**config.mk**
```make
export PLATFORM = sky130hd
export DESIGN_NAME = dma_err_status
export DESIGN_NICKNAME = d
export VERILOG_FILES = /design/src/rtl/dma_err_pkg.sv /design/src/rtl/dma_err_align.sv /design/src/rtl/dma_err_prio.sv /design/src/rtl/dma_err_status.sv
export SDC_FILE = /design/constraint.sdc
export NUM_CORES = 1
export LEC_CHECK = 0
export BUFFER_PORTS_ARGS = -buffer_cell sky130_fd_sc_hd__buf_2
export CORE_AREA = 2 2 56 58
export CTS_CLUSTER_SIZE = 24
export DETAILED_ROUTE_END_ITERATION = 8
export DIE_AREA = 0 0 58 60
export MAX_ROUTING_LAYER = met4
export PLACE_DENSITY = 0.83
export SETUP_SLACK_MARGIN = 0.05
export SLEW_MARGIN = 15
export SYNTH_ARGS = -nofsm -noshare
export SYNTH_HDL_FRONTEND = slang
export SYNTH_SLANG_ARGS = --single-unit
```
**constraint.sdc**
```tcl
create_clock -name clk -period 2 [get_ports clk]
set_input_delay 0.2 -clock clk [delete_from_list [all_inputs] [get_ports clk]]
set_output_delay 0.2 -clock clk [all_outputs]
set_load 0.02 [all_outputs]
```
**src/rtl/dma_err_pkg.sv**
```systemverilog
package dma_err_pkg;

    localparam int CHAN_W    = 4;
    localparam int FLAG_N    = 3;
    localparam int WORD_W    = 32;

    // flag bit positions inside the status word
    localparam int F_DST     = 0;
    localparam int F_SRC     = 1;
    localparam int F_CFG     = 2;
    localparam int CHAN_LSB  = 8;
    localparam int VALID_BIT = WORD_W - 1;

    typedef struct packed {
        logic              valid;
        logic [CHAN_W-1:0] chan;
        logic [FLAG_N-1:0] flags;
        logic [WORD_W-1:0] rd;
    } err_state_t;

endpackage

```
**src/rtl/dma_err_align.sv**
```systemverilog
module dma_err_align #(
    parameter int ADDR_W     = 32,
    parameter int ALIGN_BITS = 5
) (
    input  logic              sg_start,
    input  logic              sg_en,
    input  logic [ADDR_W-1:0] link,
    output logic              cfg_err
);
    logic unused_hi;
    assign unused_hi = ^link[ADDR_W-1:ALIGN_BITS];

    always_comb begin
        cfg_err = sg_start && sg_en && (link[ALIGN_BITS-1:0] != '0);
    end
endmodule

```
**src/rtl/dma_err_prio.sv**
```systemverilog
module dma_err_prio #(
    parameter int N = 3
) (
    input  logic [N-1:0] raw,
    output logic [N-1:0] grant,
    output logic         any
);
    // highest index wins
    always_comb begin
        logic higher;
        higher = 1'b0;
        grant  = '0;
        for (int i = N - 1; i >= 0; i--) begin
            grant[i] = raw[i] & ~higher;
            higher   = higher | raw[i];
        end
        any = higher;
    end
endmodule

```
**src/rtl/dma_err_status.sv**
```systemverilog
module dma_err_status
    import dma_err_pkg::*;
#(
    parameter int ADDR_W     = 32,
    parameter int ALIGN_BITS = 5
) (
    input  logic              clk,
    input  logic              rst_n,
    input  logic              src_err_i,
    input  logic              dst_err_i,
    input  logic              sg_start_i,
    input  logic              sg_en_i,
    input  logic [ADDR_W-1:0] sg_link_i,
    input  logic [CHAN_W-1:0] chan_i,
    input  logic              clr_i,
    input  logic              rd_en_i,
    output logic [WORD_W-1:0] status_o,
    output logic [WORD_W-1:0] rd_data_o
);
    err_state_t        st_d, st_q;
    logic              cfg_err;
    logic [FLAG_N-1:0] raw, grant;
    logic              any_err;
    logic [WORD_W-1:0] word;

    dma_err_align #(.ADDR_W(ADDR_W), .ALIGN_BITS(ALIGN_BITS)) u_align (
        .sg_start (sg_start_i),
        .sg_en    (sg_en_i),
        .link     (sg_link_i),
        .cfg_err  (cfg_err)
    );

    always_comb begin
        raw        = '0;
        raw[F_DST] = dst_err_i;
        raw[F_SRC] = src_err_i;
        raw[F_CFG] = cfg_err;
    end

    dma_err_prio #(.N(FLAG_N)) u_prio (
        .raw   (raw),
        .grant (grant),
        .any   (any_err)
    );

    always_comb begin
        word                              = '0;
        word[VALID_BIT]                   = st_q.valid;
        word[CHAN_LSB +: CHAN_W]          = st_q.chan;
        word[FLAG_N-1:0]                  = st_q.flags;
    end

    always_comb begin
        st_d = st_q;
        if (any_err) begin
            st_d.valid = 1'b1;
            st_d.chan  = chan_i;
            st_d.flags = grant;
        end else if (clr_i) begin
            st_d.valid = 1'b0;
            st_d.chan  = '0;
            st_d.flags = '0;
        end
        if (rd_en_i) begin
            st_d.rd = word;
        end
    end

    always_ff @(posedge clk or negedge rst_n) begin
        if (!rst_n) begin
            st_q <= '0;
        end else begin
            st_q <= st_d;
        end
    end

    assign status_o  = word;
    assign rd_data_o = st_q.rd;
endmodule

```
; ---- After elaboration in Yosys (flattened, before gate mapping)
; Index checks and enable logic that the tools add are counted.
[totals]
inputBits = 44
out_inout_bits = 64
regBits = 16
elab_cells = 16
[op_classes]
n_reduce_logical = 4
muxes = 2
bitwise = 6
[op_table]
columns = cell, n
row1 = 8-bit 2-to-1 mux, 2
row2 = 5-bit nonzero test, 1
row3 = 1-bit bitwise AND, 2
row4 = 1-bit logical AND, 2
row5 = 1-bit NOT, 2
row6 = 1-bit bitwise OR, 2
row7 = 2-bit nonzero test, 1

; ---- Logic depth before layout (Yosys ltp)
[depth]
word_depth = 6
depth_mapped = 3
ltp_nobuf = 3

; ---- Modules after synthesis
; A second synthesis with hierarchy kept.
[unflattened]
cells_unflattened = 91
area_unflattened_um2 = 1043.5
[modules_own_cells]
columns = mod, seq_area_each_um2, area_per_inst_um2, n_inst, cells_per_inst
row1 = dma_err_status, 400.4, 999.7, 1, 85
row2 = dma_err_prio, 0.0, 27.5, 1, 4
row3 = dma_err_align, 0.0, 16.3, 1, 2

; ---- Worst setup path before layout
; No wires, ideal clock.
[synth_timing]
path_type = input port to flip-flop
from = input port sg_link_i[4]
to = register st_q, in the netlist status_o[10]
cell_stages = 3
required_time_ns = 1.875
path_buffers = 0
arrival_time_ns = 0.861
setup_slack_ns = 1.014
setup_ns = 0.125
path_cell_list = nor3_4 a31oi_4 mux2_4
[synth_via]
elab_chain_len = 5
elab_cells_between_ends = 6
classes_between = mux: 1 / bitwise: 2 / reduce/logical: 3
[synth_rtl]
columns = element, line
row1 = start: declaration, dma_err_status.sv:13  ; input logic [ADDR_W-1:0] sg_link_i,
row2 = 5-bit nonzero test *, dma_err_align.sv:14  ; cfg_err = sg_start && sg_en && (link[ALIGN_BITS-1:0] != '0);
row3 = 1-bit logical AND *, dma_err_align.sv:14
row4 = 1-bit bitwise OR * (2 in series), dma_err_prio.sv:15  ; higher = higher | raw[i];
row5 = 8-bit 2-to-1 mux / 2-bit nonzero test (equally long branches), n/a
row6 = end signal: assignment, dma_err_status.sv:73  ; st_q <= st_d;
row7 = end: declaration, dma_err_status.sv:20  ; err_state_t st_d, st_q;
; Mark *: on every way between the ends. The rest lies on a longest branch, timed or not.
; A chain may end at the register's enable or synchronous reset.

; ---- Worst setup path after layout
[layout_timing]
from = register st_q, in the netlist status_o[2]
to = output port status_o[2]
[layout_lines]
columns = element, line
row1 = end: declaration, dma_err_status.sv:17  ; output logic [WORD_W-1:0] status_o,
; No word-level cell between the ends.

==> key figures <==
Critical path
  • Crit start category: flop
  • CP required: 1.80 ns
  • Slowest CP cell: dfrtp_1
  • CP max FO: 3
  • Crit-path leading delay family: flip-flops
  • CP Launch Point: status_o[2]$_DFFE_PN0P_
  • R2R Path End: status_o[11]$_DFFE_PN0P_
  • WS Path Type: flop to output port
  • Critical path's largest stage delay: 0.41 ns
  • Crit. path cell count: 1
  • Reg2reg setup slack: 1.10 ns
  • Worst Reg-to-Reg Cells: 2
  • Crit-path cells: buf_2
  • Worst setup path endpoint: status_o[2]
  • Worst r2r src: status_o[11]$_DFFE_PN0P_
  • Worst path bufs/invs: 1
  • Worst Path Arrival: 0.87 ns
  • Crit. End Element: output port

Logic synthesis
  • EDFF count, synth: 0
  • Post-Syn Area per Cell: 10.9 µm²
  • Syn Inst Count: 97
  • Sequential-to-total area share from yosys stat: 0.378
  • Cell with the most instances after synthesis: buf_4
  • Seq cells post-synth: 16
  • Ys flop type: dfrtp_1
  • FFs w/ async S/R, synth: 1.00
  • Yosys top cell by area: dfrtp_1
  • Synth cell types: 18
  • Post-synth top cells: buf_4 (48), dfrtp_1 (16), mux2_2 (8)
  • Synth area leaders: dfrtp_1 (38%), buf_4 (34%), mux2_2 (8.5%), mux2_4 (5.7%), nor2b_1 (2.4%)
  • Post-synth top area share: 0.378
  • Syn Std Cell Area: 1060 µm²
  • Ys Warns: 0

Final layout
  • Fill count: 298
  • # diodes: 0
  • Final core occ: 0.385
  • Post-Layout Cell Count: 165
  • Post-route cell area: 1120 µm²
  • Layout cell share with drive strength beyond 1: 0.417
  • Layout Nets: 177
  • Area Growth Syn to Fin: 5.55%

Timing
  • PnR worst setup slack: 0.932 ns
  • FMAX: 936 MHz
  • TNS Setup: 0 ns
  • Setup violations, final: 0
  • Tmin final: 1.07 ns
  • Worst Hold Slack: 0.137 ns
  • Fin crit share: 0.534
  • RSZ-0062 raised after global routing: no
  • Clock skew: 0.00164 ns
  • Max-slew violation count: 0
  • Final hold vios: 0

CTS
  • CTS root buf: clkbuf_4
  • CTS Buffer Depth: 2
  • Clk slew on worst S/H paths: 0.10 ns
  • Num CTS Buffers: 3
  • CTS tree: done
  • Sink Count: 16
  • Clk_lat worst skew: 0.29 ns
  • # H-tree levels: 1

Place
  • Worst slack, placed: 0.825 ns
  • Dpl cells: 160
  • Hpwl dp: 1320 µm
  • IO buf count: 32
  • Dpl cell area: 1070 µm²
  • Routability congestion estimate from global placement: 0.686

Hold path
  • Worst Hold Launch: chan_i[1]
  • Hold Path Class: primary input to flop

Power
  • Maximum vdd ir drop: 0.000334 V
  • Total Power: 0.821 mW
  • Leak: 0.615 nW
  • PD cells: 734 nW/µm²

Floorplanning
  • Die Width: 58 µm
  • Initial core utilization: 0.365
  • Ports: 108
  • Die Y: 60 µm
  • Area of the die: 3480 µm²
  • Std cell rows: 20
  • Placeable Area: 2900 µm²

Routing
  • Via density: 3.87
  • Avg WL per Cell: 9.93 µm
  • Remaining antenna violation count: 0
  • WL final: 1640 µm
  • First drt pass iteration count: 2
  • Residual DRC: 0
  • Initial DRC Count: 10
  • Routed via count: 638

Global routing
  • Largest net degree at the start of global routing: 17
  • Initial antenna violation count: 0
  • GRT Util Overall: 0.0951
  • Vias in the first global route: 492
  • Congestion Overflow GR: 0
  • First-pass GRT wire length: 2330 µm

Outcome
  • Status: completed

Job
  • Maximum capacitance violations: 0
==> power by group <==
group          leakage, nW  switching [mW]  internal [mW]  total (mW)
Combinational        0.404           0.167         0.0691       0.236
Sequential           0.190          0.0151          0.353       0.368
Clock               0.0210           0.105          0.111       0.216
==> area by class of cell <==
| type | count | area [µm²] | share of cell area |
|---|---|---|---|
| Tap cell | 33 | 41.3 | 0.0369 |
| Clock buffer | 4 | 36.3 | 0.0324 |
| Multi-Input combinational cell | 78 | 467 | 0.417 |
| Timing Repair Buffer | 33 | 170 | 0.152 |
| Inverter | 1 | 3.75 | 0.00336 |
| Sequential cell | 16 | 400 | 0.358 |
==> cell usage in the layout, fill, tap and decap left out <==
master         netlist  final
inv_1                1      1
mux2_4               4      4
nand2_1              1      1
clkbuf_4             0      3
a21oi_1              3      3
nor3_1               1      1
a31o_2               1      1
a31oi_4              1      1
nor2_2               2      2
clkbuf_8             0      1
a21o_2               1      1
dlygate4sd3_1        0      1
mux2_2               8      8
dfrtp_1             16     16
a211oi_2             1      1
nor3_4               1      1
nor2_1               2      2
buf_2                1     32
nor2b_1              4      4
conb_1               1     48
==> state kept, by name, indices dropped and copies added, names as in the netlist <==
register,count
status_o,8
rd_data_o,8
==> worst reg2reg max path, delay by kind of cell, from the launching register on <==
family | cells | cell delay [ns]
and+or+nand+nor | 1 | 0.13
muxes | 1 | 0.27
DFF | 1 | 0.40
==> what timing repair did <==
item / 4_1_cts / 5_1_grt
endpoints found under the setup margin: 0 / 0
resized for setup: 0 / 0
hold endpoints to repair: 16 / 0
hold buffers: 1 / 0
buffers inserted: 0 / 0
==> per-layer routing <==
| layer | part of all wire | GRT usage |
|---|---|---|
| met5 | 0 | - |
| met4 | 0.016 | 0.0598 |
| met3 | 0.13 | 0.0238 |
| met2 | 0.50 | 0.153 |
| met1 | 0.35 | 0.106 |
==> logic make-up (layout without fill, tap and decap cells) <==
kind of cell / Yosys count / count (layout) / share of synthesized area
buffers and inverters: 50 / 38 / 0.348
DFF: 16 / 16 / 0.378
AOI/OAI and AO/OA: 7 / 7 / 0.0626
other: 1 / 48 / 0.00354
and+or+nand+nor: 11 / 11 / 0.0661
muxes: 12 / 12 / 0.142
==> worst min-delay path by stage <==
stage / to / cells after the start
5_1_grt: status_o[0]$_DFFE_PN0P_ / 2
4_1_cts: status_o[0]$_DFFE_PN0P_ / 2
2_1_floorplan: rd_data_o[0]$_DFFE_PN0P_ / 0
3_3_place_gp: rd_data_o[9]$_DFFE_PN0P_ / 1
3_5_place_dp: rd_data_o[9]$_DFFE_PN0P_ / 1
6_report: status_o[9]$_DFFE_PN0P_ / 2
Power figures use the tool's default switching activity.
